**src/rtl/bsram_pkg.sv**
```systemverilog
package bsram_pkg;

    localparam int unsigned CNT_W = 2;

    typedef enum logic [1:0] {
        ST_DESEL = 2'd0,
        ST_BURST = 2'd1,
        ST_SLEEP = 2'd2
    } chip_state_e;

    // Low address bits for burst step cnt from start, in either order.
    function automatic logic [CNT_W-1:0] burst_low(
        input logic [CNT_W-1:0] start,
        input logic [CNT_W-1:0] cnt,
        input logic             linear
    );
        return linear ? CNT_W'(start + cnt) : (start ^ cnt);
    endfunction

endpackage

```
**src/rtl/bsram_select_fsm.sv**
```systemverilog
module bsram_select_fsm
    import bsram_pkg::*;
(
    input  logic        clk,
    input  logic        rst_n,
    input  logic        sleep,
    input  logic        load_p_n,
    input  logic        load_s_n,
    input  logic        advance_n,
    input  logic        en_a_n,
    input  logic        en_b,
    input  logic        en_c_n,
    output chip_state_e state_q,
    output logic        load,
    output logic        step,
    output logic        acc_req,
    output logic        rd_only
);

    chip_state_e state_d;
    logic        sel_all;
    logic        p_hit;
    logic        s_hit;

    assign sel_all = ~en_a_n & en_b & ~en_c_n;
    // the priority strobe counts only while en_a_n is low
    assign p_hit   = ~load_p_n & ~en_a_n;
    assign s_hit   = ~load_s_n & ~p_hit;

    // state register
    always_ff @(posedge clk or negedge rst_n) begin
        if (!rst_n) begin
            state_q <= ST_DESEL;
        end else begin
            state_q <= state_d;
        end
    end

    // next state and per-edge commands
    always_comb begin
        state_d = state_q;
        load    = 1'b0;
        step    = 1'b0;
        acc_req = 1'b0;
        rd_only = 1'b0;
        if (sleep) begin
            state_d = ST_SLEEP;
        end else if (p_hit) begin
            if (sel_all) begin
                state_d = ST_BURST;
                load    = 1'b1;
                acc_req = 1'b1;
                rd_only = 1'b1;
            end else begin
                state_d = ST_DESEL;
            end
        end else if (s_hit) begin
            if (sel_all) begin
                state_d = ST_BURST;
                load    = 1'b1;
                acc_req = 1'b1;
            end else begin
                state_d = ST_DESEL;
            end
        end else begin
            unique case (state_q)
                ST_BURST: begin
                    acc_req = 1'b1;
                    step    = ~advance_n;
                end
                ST_DESEL: state_d = ST_DESEL;
                ST_SLEEP: state_d = ST_DESEL;
                default:  state_d = ST_DESEL;
            endcase
        end
    end

    AST_BLOCKED_STROBE: assert property (@(posedge clk) disable iff (!rst_n)
        (!sleep && en_a_n && load_s_n && state_q != ST_SLEEP) |=> (state_q == $past(state_q)));

    AST_SLEEP_ENTRY: assert property (@(posedge clk) disable iff (!rst_n)
        sleep |=> (state_q == ST_SLEEP));

endmodule

```
**src/rtl/bsram_burst_ctr.sv**
```systemverilog
module bsram_burst_ctr
    import bsram_pkg::*;
#(
    parameter int unsigned ADDR_W = 6
) (
    input  logic              clk,
    input  logic              rst_n,
    input  logic              load,
    input  logic              step,
    input  logic [ADDR_W-1:0] addr_in,
    input  logic              linear_in,
    output logic [ADDR_W-1:0] burst_addr
);

    logic [ADDR_W-1:0] base_q;
    logic [CNT_W-1:0]  cnt_q;
    logic              lin_q;

    always_ff @(posedge clk or negedge rst_n) begin
        if (!rst_n) begin
            base_q <= '0;
            cnt_q  <= '0;
            lin_q  <= 1'b1;
        end else if (load) begin
            base_q <= addr_in;
            cnt_q  <= '0;
            lin_q  <= linear_in;
        end else if (step) begin
            cnt_q  <= cnt_q + 1'b1;
        end
    end

    assign burst_addr = {base_q[ADDR_W-1:CNT_W],
                         burst_low(base_q[CNT_W-1:0], cnt_q, lin_q)};

    AST_UPPER_HELD: assert property (@(posedge clk) disable iff (!rst_n)
        !load |=> $stable(burst_addr[ADDR_W-1:CNT_W]));

    AST_HOLD_ADDR: assert property (@(posedge clk) disable iff (!rst_n)
        (!load && !step) |=> $stable(burst_addr));

endmodule

```
**src/rtl/bsram_lane_mask.sv**
```systemverilog
module bsram_lane_mask #(
    parameter int unsigned LANES = 4
) (
    input  logic             wr_all_n,
    input  logic             wr_byte_n,
    input  logic [LANES-1:0] lane_en_n,
    input  logic             rd_only,
    output logic [LANES-1:0] lanes
);

    // full-word write overrides the per-lane enables
    for (genvar l = 0; l < LANES; l++) begin : g_lane
        assign lanes[l] = ~rd_only & (~wr_all_n | (~wr_byte_n & ~lane_en_n[l]));
    end

endmodule

```
**src/rtl/bsram_array.sv**
```systemverilog
module bsram_array #(
    parameter int unsigned ADDR_W = 6,
    parameter int unsigned DATA_W = 36,
    parameter int unsigned LANES  = 4
) (
    input  logic              clk,
    input  logic              rst_n,
    input  logic              acc_v,
    input  logic [LANES-1:0]  lanes,
    input  logic [DATA_W-1:0] din,
    input  logic [ADDR_W-1:0] addr,
    output logic [DATA_W-1:0] rd_data,
    output logic              rd_valid
);

    localparam int unsigned DEPTH  = 1 << ADDR_W;
    localparam int unsigned LANE_W = DATA_W / LANES;

    logic [DATA_W-1:0] mem [DEPTH];
    logic              is_write;

    assign is_write = |lanes;

    // late write: the access registered last edge commits on this edge
    always_ff @(posedge clk) begin
        if (acc_v && is_write) begin
            for (int l = 0; l < LANES; l++) begin
                if (lanes[l]) begin
                    mem[addr][l*LANE_W +: LANE_W] <= din[l*LANE_W +: LANE_W];
                end
            end
        end
    end

    // first read stage
    always_ff @(posedge clk or negedge rst_n) begin
        if (!rst_n) begin
            rd_valid <= 1'b0;
            rd_data  <= '0;
        end else begin
            rd_valid <= acc_v & ~is_write;
            rd_data  <= mem[addr];
        end
    end

    AST_STAGE_SOURCE: assert property (@(posedge clk) disable iff (!rst_n)
        rd_valid |-> $past(acc_v));

endmodule

```
**src/rtl/burst_sram_core.sv**
```systemverilog
module burst_sram_core
    import bsram_pkg::*;
#(
    parameter int unsigned ADDR_W = 6,
    parameter int unsigned DATA_W = 36,
    parameter int unsigned LANES  = 4
) (
    input  logic              clk,
    input  logic              rst_n,
    input  logic [ADDR_W-1:0] addr_i,
    input  logic [DATA_W-1:0] wdata_i,
    output logic [DATA_W-1:0] rdata_o,
    output logic              rdata_drive_o,
    input  logic              load_p_n,
    input  logic              load_s_n,
    input  logic              advance_n,
    input  logic              wr_all_n,
    input  logic              wr_byte_n,
    input  logic [LANES-1:0]  lane_en_n,
    input  logic              en_a_n,
    input  logic              en_b,
    input  logic              en_c_n,
    input  logic              order_linear,
    input  logic              out_en_n,
    input  logic              sleep
);

    chip_state_e       state_q;
    logic              load;
    logic              step;
    logic              acc_req;
    logic              rd_only;
    logic [ADDR_W-1:0] burst_addr;
    logic [LANES-1:0]  lanes_d;
    logic [LANES-1:0]  lanes_q;
    logic              acc_v_q;
    logic [DATA_W-1:0] din_q;
    logic [DATA_W-1:0] stage1_data;
    logic              stage1_v;
    logic              drv_q;
    logic              out_v_q;
    logic [DATA_W-1:0] out_q;

    bsram_select_fsm u_fsm (
        .clk       (clk),
        .rst_n     (rst_n),
        .sleep     (sleep),
        .load_p_n  (load_p_n),
        .load_s_n  (load_s_n),
        .advance_n (advance_n),
        .en_a_n    (en_a_n),
        .en_b      (en_b),
        .en_c_n    (en_c_n),
        .state_q   (state_q),
        .load      (load),
        .step      (step),
        .acc_req   (acc_req),
        .rd_only   (rd_only)
    );

    bsram_burst_ctr #(.ADDR_W(ADDR_W)) u_ctr (
        .clk        (clk),
        .rst_n      (rst_n),
        .load       (load),
        .step       (step),
        .addr_in    (addr_i),
        .linear_in  (order_linear),
        .burst_addr (burst_addr)
    );

    bsram_lane_mask #(.LANES(LANES)) u_mask (
        .wr_all_n  (wr_all_n),
        .wr_byte_n (wr_byte_n),
        .lane_en_n (lane_en_n),
        .rd_only   (rd_only),
        .lanes     (lanes_d)
    );

    bsram_array #(.ADDR_W(ADDR_W), .DATA_W(DATA_W), .LANES(LANES)) u_array (
        .clk      (clk),
        .rst_n    (rst_n),
        .acc_v    (acc_v_q),
        .lanes    (lanes_q),
        .din      (din_q),
        .addr     (burst_addr),
        .rd_data  (stage1_data),
        .rd_valid (stage1_v)
    );

    // access register, drive-enable register and second read stage
    always_ff @(posedge clk or negedge rst_n) begin
        if (!rst_n) begin
            acc_v_q <= 1'b0;
            lanes_q <= '0;
            din_q   <= '0;
            drv_q   <= 1'b0;
            out_v_q <= 1'b0;
            out_q   <= '0;
        end else begin
            acc_v_q <= acc_req;
            lanes_q <= acc_req ? lanes_d : '0;
            din_q   <= wdata_i;
            drv_q   <= (state_q == ST_BURST);
            out_v_q <= stage1_v;
            out_q   <= stage1_data;
        end
    end

    // output enable acts without a clock
    assign rdata_drive_o = out_v_q & drv_q & ~out_en_n;
    assign rdata_o       = rdata_drive_o ? out_q : '0;

    AST_FULL_WRITE: assert property (@(posedge clk) disable iff (!rst_n)
        (acc_req && !rd_only && !wr_all_n) |=> (lanes_q == '1));

    AST_PRIO_READ: assert property (@(posedge clk) disable iff (!rst_n)
        (load && rd_only) |=> (lanes_q == '0));

    AST_OE_QUIET: assert property (@(posedge clk) disable iff (!rst_n)
        out_en_n |-> (!rdata_drive_o && rdata_o == '0));

    AST_DESEL_QUIET: assert property (@(posedge clk) disable iff (!rst_n)
        (state_q != ST_BURST) |=> !rdata_drive_o);

    AST_SLEEP_IDLE: assert property (@(posedge clk) disable iff (!rst_n)
        sleep |=> !acc_v_q);

    AST_READ_LATENCY: assert property (@(posedge clk) disable iff (!rst_n)
        rdata_drive_o |-> $past(acc_v_q, 2));

endmodule

```
**config.mk**
```make
export PLATFORM = sky130hd
export DESIGN_NAME = burst_sram_core
export DESIGN_NICKNAME = d
export VERILOG_FILES = /design/src/rtl/bsram_pkg.sv /design/src/rtl/bsram_select_fsm.sv /design/src/rtl/bsram_burst_ctr.sv /design/src/rtl/bsram_lane_mask.sv /design/src/rtl/bsram_array.sv /design/src/rtl/burst_sram_core.sv
export SDC_FILE = /design/constraint.sdc
export NUM_CORES = 2
export LEC_CHECK = 0
export BUFFER_PORTS_ARGS = -buffer_cell sky130_fd_sc_hd__clkbuf_2
export CAP_MARGIN = 20
export CORE_MARGIN = 4
export CORE_UTILIZATION = 30
export DETAILED_ROUTE_END_ITERATION = 6
export PLACE_DENSITY = 0.41
export RECOVER_POWER = 50
export SLEW_MARGIN = 30
export SYNTH_ARGS = -nofsm -noshare
export SYNTH_HDL_FRONTEND = slang
export SYNTH_SLANG_ARGS = --single-unit
```
**constraint.sdc**
```tcl
create_clock -name clk -period 8.6 [get_ports clk]
set_input_delay 0 -clock clk [delete_from_list [all_inputs] [get_ports clk]]
set_output_delay 0 -clock clk [all_outputs]
set_load 0.1 [all_outputs]
```
# Yosys cells after proc, flatten, opt, wreduce, memory -nomap -nowiden
# Memory sizes are Yosys's and may differ from the RTL's. A register that Yosys moved wholly into a read port is not among the register bits.
# Index checks and enable logic that the tools add are counted.
# classes
add_sub_neg	2
n_eq_ne	2
bitwise_logic	35
muxes	36
reduce_logical	4
# ops
op	count
36-bit two-way mux	1
1-bit two-way mux	27
1-bit bitwise AND	15
1-bit inverter	15
2-bit two-way mux	7
4-bit two-way mux	1
4-bit by 2-bit != test with 1-bit output, second input constant	1
1-bit OR	4
4-bit OR reduction	1
2-bit by 1-bit adder with 2-bit output, second input constant	1
2-bit adder	1
2-bit by 1-bit == test with 1-bit output, second input constant	1
2-bit nonzero test	1
2-bit XOR	1
1-bit logical AND	1
1-bit zero test	1
# word_totals
register_bits	91
ramBits	2304
mem_count	1
# mem_list
name	words	width	read_ports	rd_ports_with_merged_regs	wr	line_no	rtl
u_array.mem	64	36	1	1	1	bsram_array.sv:19	logic [DATA_W-1:0] mem [DEPTH];

# Depth between registers and ports, before layout
# logic_depth
word_depth	9
mapped_depth	13
depth_no_buf	8

# Modules after synthesis
# Synthesis repeated with hierarchy kept, for this count alone.
# hier_totals
hier_cells	5181
area_unflattened_um2	91477.7
# by_module_without_submodules
module	area_each_um2	cells_each	instances
bsram_array	88427.3	5001	1
burst_sram_core	2449.8	130	1
bsram_burst_ctr	441.7	30	1
bsram_select_fsm	113.9	12	1
bsram_lane_mask	45.0	8	1

# Least setup slack after synthesis
# No wires, ideal clock.
# synth_timing
path_type	register to register
from	register u_ctr.cnt_q[0]
to	memory u_array.mem[12][0], enable pin
arrival_ns	2.789
path_buffers	4
slack_ns	5.436
stages_incl_launch_ff	10
path_cell_list	dfrtp_1 ha_1 and2_1 clkbuf_1 xnor2_1 buf_2 clkbuf_1 nand2_1 clkbuf_1 nor2_1
# synth_between
elab_chain_len	2
elab_cells_between_ends	3
cone_classes	1 x add/sub; 1 x mux; 1 x bitwise
# synth_rtl
item	line_no	rtl
start, declared	bsram_burst_ctr.sv:16	logic [CNT_W-1:0] cnt_q;
start signal, assigned	bsram_burst_ctr.sv:29	cnt_q <= cnt_q + 1'b1;
2-bit adder / 2-bit XOR (equally long branches)	bsram_pkg.sv:17	return linear ? CNT_W'(start + cnt) : (start ^ cnt);
2-bit two-way mux (*)	bsram_pkg.sv:17	
end, declared	bsram_array.sv:19	
# Every way passes the cells marked *; elsewhere a longest branch is shown, timed or not.

# Final worst setup path
# layout_timing
from	register u_ctr.base_q[1]
to	register u_array.rd_data[18] (read register of u_array.mem)
# layout_between
elab_chain_len	2
elab_cells_between_ends	3
cone_classes	1 x add/sub; 1 x mux; 1 x bitwise
# layout_rtl
item	line_no	rtl
start, declared	bsram_burst_ctr.sv:15	logic [ADDR_W-1:0] base_q;
start signal, assigned	bsram_burst_ctr.sv:25	base_q <= addr_in;
2-bit adder / 2-bit XOR (equally long branches)	bsram_pkg.sv:17	
2-bit two-way mux (*)	bsram_pkg.sv:17	
end, declared	bsram_array.sv:12	output logic [DATA_W-1:0] rd_data,
# Marked as above.
# A chain may end at the register's enable or synchronous reset.

==> summary.md <==
| Metric | Value |
|---|---|
| Synth warn | 0 |
| Max Cap Violations | 39 |
| Hold slack | slightly below 0.1 ns |
| # nets final | 4,859 |
| Most common cell after layout, fill and taps aside | edfxtp_1 |
| Post-route minimum period | between 4 and 5 ns |
| Core Util, Final | between 30% and 40% |
| Final setup viols | 0 |
| Drt total wl | 277,000 µm |
| RSZ-0062 raised after global routing | false |
| Tot Pwr | 29,600 µW |
| DIE AREA | between 0.3 and 0.4 mm² |
| Starting density of the core | a little under a third |
| First-pass GRT wire length | between 300,000 and 400,000 µm |
| Synth Instances | 4,405 |
| Crit path DAT | around 5.5 ns |
| Unique masters post-synth | 46 |
| RD Place Congestion | between 0.7 and 0.8 |
| Largest family of logic cells by synthesized area | multiplexers |
| CTS max path bufs | 4 |
| Status | complete, but fails checks |
| Total gr overflow | 0 |
| Vias per cell | just under 5 |
| Post-CTS resize count | 0 |
| Worst setup EP type | flip-flop |
| DR vias | 45,300 |
| Htree depth | 5 |
| Critical Path Source Type | flip-flop |
| Mean Syn Cell Area | about 21 µm² |
| Most frequent cells in the layout | edfxtp_1, mux4_2, clkbuf_16, nand2_1, nor2_2 |
| Worst slew margin | -130% |
| DR iter-0 viols | approximately 3,900 |
| Pin count of the biggest net entering global routing | between 70 and 80 |
| Die X | ~560 µm |
| Setup Fix Bufs, Post-CTS | 0 |
| Syn Nets | between 4,000 and 5,000 |
| Leakage power | ~0.034 µW |
| Setup tns final | 0 ns |
| Row count | between 200 and 250 |
| CTS tree | built |
| PortBufs | 95 |
| Final Slew Violations | about 2,400 |
| Clock skew | roughly 0.047 ns |
| Synth Area in XOR/XNOR | less than 1% |
| Clock sink count | 2,431 |
| Sequential share of the synthesized area | about four fifths |
| Hold_buf cts | between 100 and 150 |
| Yosys reg bits | roughly 2,400 |
| CP max FO | 42 |
| Worst-margin pin slew | roughly 3.5 ns |
| Adder-cell share of the synthesized area | less than 1% |
| CP required | between 9 and 10 ns |
| Crit share post-route | 55.3% |
| TritonCTS Buffers | 291 |
| Area growth syn-to-layout | 17.6% |
| Compound-cell area share of the yosys netlist | 2.28% |
| DR WL/cell | 30.4 µm |
| Failing checks | max-capacitance violations, max-slew violations |
| Skew-Pair Late Insertion Delay | slightly above 0.9 ns |
| Total GRT Usage | between 15 and 20% |
| DP Wirelength | around 160,000 µm |
| Clk pin slew, worst setup/hold paths | roughly 0.06 ns |
| DRT Pass-1 Iters | 5 |
| Maximum vdd drop | 0.192 mV |
| Fmax | around 210 MHz |
| Mux cell area share after synthesis | 14.7% |
| Initial antenna violation count | 16 |
| Worst min path class | input port to flip-flop |
| # DRC | 0 |
| Layout cell share with drive strength beyond 1 | roughly 28% |
| Clk root buf | clkbuf_16 |
| Post-synthesis simple-gate area fraction | between 3 and 4% |
| Crit Path Class | flip-flop to flip-flop |
| Detail Route Antenna Nets | 0 |
| Synthesized cell area | roughly 0.09 mm² |
| Die Ht | ~560 µm |
| Number of global-route vias before repair | roughly 47,000 |
| Ports | between 90 and 100 |
| Core box area | just over 0.3 mm² |
| Power Dens Cells | between 200 and 300 mW/mm² |
| Fin. Hold Viols | 0 |
==> sequential cells by signal, summed over array words and instances (netlist names), 2 cells and up <==
signal           cells
din_q               36
lanes_q              4
out_q               36
u_array.mem       2304
u_array.rd_data     36
u_ctr.base_q         6
u_ctr.cnt_q          2
u_fsm.state_q        2
==> synthesized netlist by cell type, drive strengths merged <==
| cell type | number | area (µm²) |
|---|---|---|
| edfxtp | 2304 | 69200 |
| mux4 | 558 | 12600 |
| nor2 | 306 | 1150 |
| nand2 | 284 | 1070 |
| clkbuf | 155 | 582 |
| dfrtp | 126 | 3150 |
| a21oi | 102 | 510 |
| buf | 98 | 452 |
| mux2i | 87 | 871 |
| a22oi | 62 | 465 |
| and2 | 55 | 344 |
| o221ai | 33 | 289 |
| o22ai | 24 | 150 |
| nor3 | 22 | 110 |
| nand3 | 20 | 100 |
| nand4 | 20 | 125 |
| nor4 | 18 | 113 |
| o211ai | 18 | 135 |
| a221oi | 17 | 149 |
| and3 | 17 | 106 |
| a311o | 15 | 150 |
| a22o | 13 | 114 |
| mux2 | 8 | 90.1 |
| a2111oi | 6 | 52.6 |
| o21ai | 5 | 25.0 |
| and4 | 4 | 35.0 |
| nor2b | 4 | 25.0 |
| a31oi | 3 | 18.8 |
| nand2b | 3 | 18.8 |
| or3 | 3 | 18.8 |
| xnor2 | 3 | 26.3 |
| a311oi | 2 | 17.5 |
| or2 | 2 | 12.5 |
| xor2 | 2 | 25.0 |
| a211oi | 1 | 7.51 |
| a21o | 1 | 7.51 |
| dfstp | 1 | 26.3 |
| ha | 1 | 12.5 |
| inv | 1 | 3.75 |
| o211a | 1 | 10.0 |
==> metrics by stage <==
step | std cells | area (µm²) | setup WS [ns]
6_report | 9115 | 109000 | 3.84
5_1_grt | 9109 | 109000 | 3.59
4_1_cts | 9107 | 109000 | 3.84
3_5_place_dp | 8493 | 98600 | 3.85
3_3_place_gp | 8491 | 98200 | 2.83
2_1_floorplan | 4405 | 92300 | 5.44
==> worst max-delay path: stages, from the launching register on <==
cell and delay [ns]:
dfrtp_1 0.44, xor2_4 0.17, buf_4 0.43, xnor2_2 0.17, buf_4 0.36, buf_4 0.53
buf_4 0.52, mux4_2 0.58, a22oi_1 0.22, o211ai_1 0.16, a2111oi_1 0.74, nand4_1 0.19
==> logic make-up (layout without fill, tap and decap cells) <==
kind of cell,after synthesis,after routing
buffers and inverters,254,856
flip-flops,2431,2431
other,0,8
AND/OR/NAND/NOR,758,758
XOR/XNOR,5,5
multiplexers,653,653
AO/OA/AOI/OAI,303,303
adder cells (fa/ha/maj),1,1
==> where the power goes <==
part	internal, µW	switching, µW	total, µW	leakage, µW
sequential	13200	187	13400	0.0222
combinational	1710	2810	4520	0.00714
clock	6900	4790	11700	0.00439
==> layout make-up <==
cell class / count / area, µm²
clock inverter: 134 / 1060
fill: 28400 / 197000
tap: 4100 / 5130
clock buffer: 367 / 7880
antenna: 8 / 20.0
timing repair buffer: 354 / 2610
multi-input combinational: 1720 / 19500
sequential: 2431 / 72400
inverter: 1 / 3.75
==> metal layers <==
| metal | up-vias | share of wire (%) | global-route usage [%] |
|---|---|---|---|
| met2 | 1260 | 48 | 27.6 |
| met5 | - | 0 | 0 |
| met4 | 0 | 2.5 | 4.70 |
| li1 | 19000 | - | - |
| met1 | 24800 | 45 | 24.2 |
| met3 | 343 | 5.3 | 3.29 |
==> path summary, 6_finish.rpt <==
check | start | end | slack, ns | depth (start not counted)
worst max-delay path | u_ctr.base_q[1] | u_array.rd_data[18] | 3.84 | 11
worst min-delay path | addr_i[5] | u_ctr.base_q[5] | 0.1 | 3
worst max register to register | u_ctr.base_q[1] | u_array.rd_data[18] | 3.84 | 11
worst min register to register | u_array.rd_data[27] | out_q[27] | 0.35 | 0
max in group asynchronous | rst_n | u_ctr.base_q[2] | 4.73 | 4
min in group asynchronous | rst_n | out_q[33] | 1.77 | 4
No activity file was read; power rests on OpenSTA's default activity.
